$ cat config.mk
export PLATFORM = sky130hd
export DESIGN_NAME = sfsk_tx
export DESIGN_NICKNAME = d
export VERILOG_FILES = /design/src/rtl/sfsk_pkg.sv /design/src/rtl/sfsk_slot_timer.sv /design/src/rtl/sfsk_bit_sel.sv /design/src/rtl/sfsk_nco.sv /design/src/rtl/sfsk_tx.sv
export SDC_FILE = /design/constraint.sdc
export NUM_CORES = 1
export LEC_CHECK = 0
export ABC_CLOCK_PERIOD_IN_PS = 6600
export BUFFER_PORTS_ARGS = -buffer_cell sky130_fd_sc_hd__buf_2
export CAP_MARGIN = 20
export CORE_MARGIN = 2
export CORE_UTILIZATION = 58
export CTS_BUF_LIST = sky130_fd_sc_hd__clkbuf_4 sky130_fd_sc_hd__clkbuf_8
export DETAILED_ROUTE_END_ITERATION = 10
export HOLD_SLACK_MARGIN = 0.08
export PLACE_DENSITY = 0.87
export SLEW_MARGIN = 15
export SYNTH_ARGS = -nofsm -noshare
export SYNTH_HDL_FRONTEND = slang
export SYNTH_SLANG_ARGS = --single-unit
$ cat constraint.sdc
create_clock -name clk -period 6.6 [get_ports clk]
set_input_delay 0.66 -clock clk [delete_from_list [all_inputs] [get_ports clk]]
set_output_delay 0.66 -clock clk [all_outputs]
set_load 0.02 [all_outputs]
$ cat src/rtl/sfsk_pkg.sv
package sfsk_pkg;

  // Per-slot tag carried alongside the sample pipeline
  typedef struct packed {
    logic start;     // first sample of a slot
    logic underrun;  // slot had no bit waiting
    logic mark;      // tone in use: 1 mark, 0 space
  } slot_tag_t;

  localparam int unsigned DENS_W = 2;
  localparam int unsigned SLOT_IDX_W = 6;

  // Slots per half-cycle for a density code: 3 << code
  function automatic logic [SLOT_IDX_W-1:0] slots_per_half(input logic [DENS_W-1:0] code);
    return SLOT_IDX_W'(3) << code;
  endfunction

endpackage

$ cat src/rtl/sfsk_slot_timer.sv
module sfsk_slot_timer
  import sfsk_pkg::*;
#(
  parameter int unsigned HC_W = 20
) (
  input  logic              clk,
  input  logic              rst,
  input  logic              zc_i,
  input  logic              tx_en_i,
  input  logic [DENS_W-1:0] dens_i,
  output logic              edge_o,
  output logic              active_o
);

  localparam logic [HC_W-1:0] HC_MAX = '1;

  logic                  zc_q;
  logic [HC_W-1:0]       hc_cnt;
  logic [HC_W-1:0]       slot_len;
  logic [HC_W-1:0]       slot_cnt;
  logic [SLOT_IDX_W-1:0] slot_idx;
  logic [HC_W-1:0]       meas;
  logic [HC_W-1:0]       len_next;
  logic [SLOT_IDX_W-1:0] slots;
  logic                  cnt_done;

  assign meas     = (hc_cnt == HC_MAX) ? HC_MAX : hc_cnt + HC_W'(1);
  assign len_next = (meas / HC_W'(3)) >> dens_i;
  assign slots    = slots_per_half(dens_i);

  // Counted boundary only while slots remain in this half-cycle
  assign cnt_done = active_o && (slot_len != '0) &&
                    (slot_cnt == slot_len - HC_W'(1)) && (slot_idx < slots);

  // Every strobe re-aligns; a strobe while idle-but-enabled starts sending
  assign edge_o = tx_en_i && (zc_q || cnt_done);

  always_ff @(posedge clk) begin
    if (rst) begin
      zc_q     <= 1'b0;
      hc_cnt   <= '0;
      slot_len <= '0;
      slot_cnt <= '0;
      slot_idx <= '0;
      active_o <= 1'b0;
    end else begin
      zc_q <= zc_i;

      if (zc_q) begin
        hc_cnt   <= '0;
        slot_len <= len_next;
      end else if (hc_cnt != HC_MAX) begin
        hc_cnt <= hc_cnt + HC_W'(1);
      end

      active_o <= tx_en_i && (active_o || edge_o);

      if (edge_o) begin
        slot_cnt <= '0;
        slot_idx <= zc_q ? SLOT_IDX_W'(1) : slot_idx + SLOT_IDX_W'(1);
      end else if (slot_cnt != HC_MAX) begin
        slot_cnt <= slot_cnt + HC_W'(1);
      end
    end
  end

endmodule

$ cat src/rtl/sfsk_bit_sel.sv
module sfsk_bit_sel
  import sfsk_pkg::*;
(
  input  logic      clk,
  input  logic      rst,
  input  logic      edge_i,
  input  logic      in_valid_i,
  input  logic      in_bit_i,
  output logic      in_ready_o,
  output slot_tag_t tag_o
);

  assign in_ready_o = edge_i;

  always_ff @(posedge clk) begin
    if (rst) begin
      tag_o <= '0;
    end else begin
      tag_o.start    <= edge_i;
      tag_o.underrun <= edge_i & ~in_valid_i;
      if (edge_i) begin
        // Starved slot falls back to the space tone
        tag_o.mark <= in_valid_i & in_bit_i;
      end
    end
  end

endmodule

$ cat src/rtl/sfsk_nco.sv
module sfsk_nco
  import sfsk_pkg::*;
#(
  parameter int unsigned PHASE_W   = 32,
  parameter int unsigned SAMPLE_W  = 12,
  parameter int unsigned LUT_ABITS = 8
) (
  input  logic                       clk,
  input  logic                       rst,
  input  logic                       start_i,
  input  logic                       run_i,
  input  slot_tag_t                  tag_i,
  input  logic [PHASE_W-1:0]         mark_inc_i,
  input  logic [PHASE_W-1:0]         space_inc_i,
  output logic signed [SAMPLE_W-1:0] sample_o,
  output logic                       valid_o,
  output slot_tag_t                  tag_o
);

  localparam int unsigned AMP_W = SAMPLE_W - 1;
  localparam int unsigned LUT_N = 1 << LUT_ABITS;
  localparam real         AMP_R = real'((1 << AMP_W) - 1);
  localparam real         QPI   = 1.5707963267948966;

  logic [PHASE_W-1:0]   phase;
  logic [1:0]           quad;
  logic [LUT_ABITS-1:0] idx;
  logic [LUT_ABITS-1:0] addr;
  logic [AMP_W-1:0]     rom [LUT_N];
  logic [AMP_W-1:0]     mag_q;
  logic                 neg_q;
  logic                 run_q;
  slot_tag_t            tag_q;
  logic signed [SAMPLE_W-1:0] mag_s;

  // Quarter-wave table sampled at bin midpoints, so mirroring is exact
  initial begin
    for (int i = 0; i < LUT_N; i++) begin
      rom[i] = AMP_W'($rtoi(AMP_R * $sin(QPI * (real'(i) + 0.5) / real'(LUT_N)) + 0.5));
    end
  end

  always_ff @(posedge clk) begin
    if (rst) begin
      phase <= '0;
    end else if (start_i) begin
      phase <= '0;
    end else if (run_i) begin
      phase <= phase + (tag_i.mark ? mark_inc_i : space_inc_i);
    end
  end

  assign quad = phase[PHASE_W-1 -: 2];
  assign idx  = phase[PHASE_W-3 -: LUT_ABITS];
  assign addr = quad[0] ? ~idx : idx;

  // Registered read without reset so it maps onto block RAM
  always_ff @(posedge clk) begin
    mag_q <= rom[addr];
  end

  always_ff @(posedge clk) begin
    if (rst) begin
      neg_q <= 1'b0;
      run_q <= 1'b0;
      tag_q <= '0;
    end else begin
      neg_q <= quad[1];
      run_q <= run_i;
      tag_q <= tag_i;
    end
  end

  assign mag_s = $signed({1'b0, mag_q});

  always_ff @(posedge clk) begin
    if (rst) begin
      sample_o <= '0;
      valid_o  <= 1'b0;
      tag_o    <= '0;
    end else begin
      valid_o  <= run_q;
      sample_o <= run_q ? (neg_q ? -mag_s : mag_s) : '0;
      tag_o    <= run_q ? tag_q : '0;
    end
  end

endmodule

$ cat src/rtl/sfsk_tx.sv
module sfsk_tx
  import sfsk_pkg::*;
#(
  parameter int unsigned PHASE_W   = 32,
  parameter int unsigned SAMPLE_W  = 12,
  parameter int unsigned LUT_ABITS = 8,
  parameter int unsigned HC_W      = 20
) (
  input  logic                       clk,
  input  logic                       rst,
  input  logic                       zc_i,
  input  logic                       tx_en_i,
  input  logic [1:0]                 dens_i,
  input  logic [PHASE_W-1:0]         mark_inc_i,
  input  logic [PHASE_W-1:0]         space_inc_i,
  input  logic                       in_valid_i,
  input  logic                       in_bit_i,
  output logic                       in_ready_o,
  output logic signed [SAMPLE_W-1:0] sample_o,
  output logic                       sample_valid_o,
  output logic                       sample_mark_o,
  output logic                       slot_start_o,
  output logic                       underrun_o
);

  logic      slot_edge;
  logic      active;
  slot_tag_t cur_tag;
  slot_tag_t out_tag;

  sfsk_slot_timer #(.HC_W(HC_W)) u_timer (
    .clk      (clk),
    .rst      (rst),
    .zc_i     (zc_i),
    .tx_en_i  (tx_en_i),
    .dens_i   (dens_i),
    .edge_o   (slot_edge),
    .active_o (active)
  );

  sfsk_bit_sel u_bits (
    .clk        (clk),
    .rst        (rst),
    .edge_i     (slot_edge),
    .in_valid_i (in_valid_i),
    .in_bit_i   (in_bit_i),
    .in_ready_o (in_ready_o),
    .tag_o      (cur_tag)
  );

  sfsk_nco #(
    .PHASE_W   (PHASE_W),
    .SAMPLE_W  (SAMPLE_W),
    .LUT_ABITS (LUT_ABITS)
  ) u_nco (
    .clk         (clk),
    .rst         (rst),
    .start_i     (slot_edge & ~active),
    .run_i       (active),
    .tag_i       (cur_tag),
    .mark_inc_i  (mark_inc_i),
    .space_inc_i (space_inc_i),
    .sample_o    (sample_o),
    .valid_o     (sample_valid_o),
    .tag_o       (out_tag)
  );

  assign sample_mark_o = out_tag.mark;
  assign slot_start_o  = out_tag.start;
  assign underrun_o    = out_tag.underrun;

endmodule

==> summary.txt <==
GRT
  • First-pass GRT wire length: 69.0 mm
  • Global route overflow: 0
  • Tot GR Track Use: 33.8%
  • Largest net degree at the start of global routing: 57
  • Vias in the first global route: 14.3k
  • Initial antenna violation count: 0

Drt
  • DR vias/cell: 6.57
  • Pre-Repair DR Iteration Count: 7
  • Routed WL: 43.7 mm
  • # DRC: 0
  • Post-DR wirelength/cell: 18.2 um
  • Antenna Nets Post-Route: 0
  • Vias: 15.8k
  • Drt initial violations: 1965

Floorplan
  • Initial Utilization: 58.7%
  • Die Height: 157 um
  • Die X: 157 um
  • Core Box Area: 23300 um2
  • Die Area: 24800 um2
  • Num rows: 56
  • Io pins: 89

Timing
  • Period utilisation layout: 101%
  • Fmax: 150 MHz
  • RSZ-0062 raised after global routing: yes
  • Minimum clock period: 6.65 ns
  • Setup TNS: -0.0452 ns
  • Slew Limit Headroom: 33.1%
  • Slew @ Worst Pin: 1.00 ns
  • Pins over their slew limit: 0
  • Final setup fails: 1
  • Skew final: 0.0243 ns
  • Count of final hold-check violations: 0
  • Final worst setup slack: -0.0452 ns

Power and ir drop
  • Net Sw Power: 0.815 mW
  • Switch share: 36.0%
  • Share of power burned in registers: 39.0%
  • IR drop worst, VDD: 126 uV
  • Logic pwr share: 29.3%
  • Internal Power: 1.45 mW
  • Clock network fraction of total power: 31.7%
  • Static leakage: 6.48 nW
  • Pwr Density: 140 nW/um2

Logic synthesis
  • Fraction of the mapped netlist area in adder cells: 5.63%
  • EDFF count, synth: 0
  • Mapped cell area: 13600 um2
  • Post-synthesis simple-gate area fraction: 26.0%
  • Mean post-synth cell area: 6.98 um2
  • Post-synthesis sequential area ratio: 19.7%
  • Register bit count reported by yosys: 134
  • Mux cell area share after synthesis: 5.57%
  • Yosys cell types: 99
  • Mapped Cells: 1955
  • Ys Warns: 0
  • Main flop type after synthesis: dfxtp_1
  • Ranking of synthesized cells by area: dfxtp_1, nor2_1, a21oi_1
  • Net Count, Synth: 2087
  • Main combinational cell family by area after synthesis: compound AO/OA/AOI/OAI gates
  • Synth Area in Compound Gates: 30.0%
  • Top cell type's share of synthesized area: 19.7%
  • Cell taking the most area after synthesis: dfxtp_1
  • Ys async rst share: 0%
  • Synth Area in XOR/XNOR: 7.43%

Final layout
  • Nets: 2202
  • Most common cell after layout, fill and taps aside: nor2_1
  • Commonest non-fill, non-tap cells in the layout: nor2_1, nand2_1, a21oi_1
  • Synth-to-layout area growth: 18.4%
  • Layout cells sized above 1: 20.7%
  • Final instance area: 16200 um2

Run status
  • Status: finished with violations
  • Violated checks: setup timing

Clock tree
  • Clock tree buffer depth: 2
  • Cts bufs inserted: 17
  • Root buf cell: clkbuf_8
  • # H-tree levels: 4
  • Clk_lat worst skew: 0.49 ns
  • CTS tree: built
  • CTS clk-pin slew, worst paths: 0.09 ns
  • Clock sink count: 134

Worst setup path
  • Crit start category: register
  • Most common cell on crit path: inv_2
  • CP Max Fanout: 6
  • FF-to-FF path depth: 37
  • CP Data Arrival Time: 7.05 ns
  • Setup CP Type: register to register
  • CP required: 7.00 ns
  • Slowest cell on the critical path: or4_4
  • Worst stage delay on the critical path: 0.49 ns
  • CP Capture Type: register

Placed design
  • Hpwl dp: 30.1 mm
  • Final Wtd Congestion: 0.993
  • DP Area: 15000 um2
  • IO buf count: 88

Min path
  • Min-Delay Path Class: input port to register
  • Hold depth: 2

Job
  • Max-cap violations: 0
-- power groups by stage --
stage                     Clock, mW  Combinational, mW  Sequential [mW]
after floorplan                   0              0.476            0.887
after global placement            0              0.616            0.899
after detailed placement          0              0.630            0.901
after CTS                     0.721              0.637            0.883
after global routing          0.760              0.721            0.889
final                         0.717              0.663            0.884
-- what timing repair did --
action	CTS	global route
gates cloned	0	1
pin swaps	7	28
gates resized for setup	27	73
endpoints found under the setup margin	2	2
hold endpoints to repair	0	0
hold buffers	0	0
buffers inserted	5	22
-- state kept, by name, summed over array words and instances (netlist names) --
name and count:
u_nco.phase 32, u_timer.hc_cnt 20, u_timer.slot_cnt 20, u_timer.slot_len 19
u_nco.sample_o 12, u_nco.mag_q 11, u_timer.slot_idx 6, u_bits.tag_o 3
u_nco.tag_o 3, u_nco.tag_q 3, u_nco.neg_q 1, u_nco.run_q 1
u_nco.valid_o 1, u_timer.active_o 1, u_timer.zc_q 1
-- final timing paths --
| check | from | endpoint | slack, ns |
|---|---|---|---|
| setup / recovery | u_timer.hc_cnt[1] | u_timer.slot_len[0] | -0.05 |
| hold / removal | in_valid_i | u_bits.tag_o[1] | 0.41 |
| setup reg to reg | u_timer.hc_cnt[1] | u_timer.slot_len[0] | -0.05 |
| hold reg to reg | u_bits.tag_o[2] | u_nco.tag_q[2] | 0.46 |
-- critical path, delay by kind of cell (launching register included) --
kind	cells	cell delay (ns)
adders and majority gates	3	0.58
buffers and inverters	8	0.86
DFF	1	0.37
muxes	1	0.32
AOI/OAI and AO/OA	15	2.50
and+or+nand+nor	10	1.97
-- Yosys cell counts (all sizes together), types with 9 or more instances --
cell type	number
o211ai	31
xnor2	66
o221ai	13
and4	10
nand3	50
a31oi	26
and3	21
nor4	20
or3	20
o31ai	14
nor2	257
nand2	197
o22ai	20
o311ai	13
nor3	73
clkbuf	128
nand4	19
a311oi	12
a2111oi	9
a221oi	18
and2	23
o21a	9
a21o	18
nor2b	13
ha	59
mux2	35
inv	42
or2	9
a21oi	180
o21ai	152
a211oi	36
dfxtp	134
nand2b	15
xor2	49
buf	25
mux2i	34
-- final cells by class --
cell class | instances | area [um2]
inverters | 44 | 165
multi-input cells | 1624 | 10800
well taps | 319 | 399
flip-flops and latches | 134 | 2700
clock inverters | 14 | 161
clock buffers | 18 | 248
repair buffers | 249 | 1720
diodes | 1 | 2.50
fillers | 1889 | 7100
-- logic make-up after synthesis --
kind of cell,Yosys count
adder cells (fa/ha/maj),61
AO/OA/AOI/OAI,629
buffers and inverters,197
multiplexers,70
flip-flops,134
XOR/XNOR,115
AND/OR/NAND/NOR,749
-- metrics by stage --
| step | setup WS (ns) | utilization (%) | hold WS, ns | instances | power (mW) |
|---|---|---|---|---|---|
| after floorplan | 0.00270 | - | 0.406 | 1955 | 1.36 |
| after global placement | -0.0215 | 64.7 | 0.427 | 2342 | 1.52 |
| after detailed placement | -0.315 | 64.7 | 0.451 | 2342 | 1.53 |
| after CTS | 0.00928 | 67.2 | 0.400 | 2379 | 2.24 |
| after global routing | -0.318 | 69.5 | 0.389 | 2402 | 2.37 |
| final | -0.0452 | 69.5 | 0.413 | 2403 | 2.27 |
-- metal layers --
layer | vias to the layer above | part of all wire (%) | track usage [%]
li1 | 7417 | - | -
met2 | 929 | 46 | 54.2
met4 | 0 | 3.7 | 16.1
met1 | 7268 | 41 | 43.8
met5 | - | 0 | 0
met3 | 171 | 9.3 | 6.36
Power figures use the tool's default switching activity.
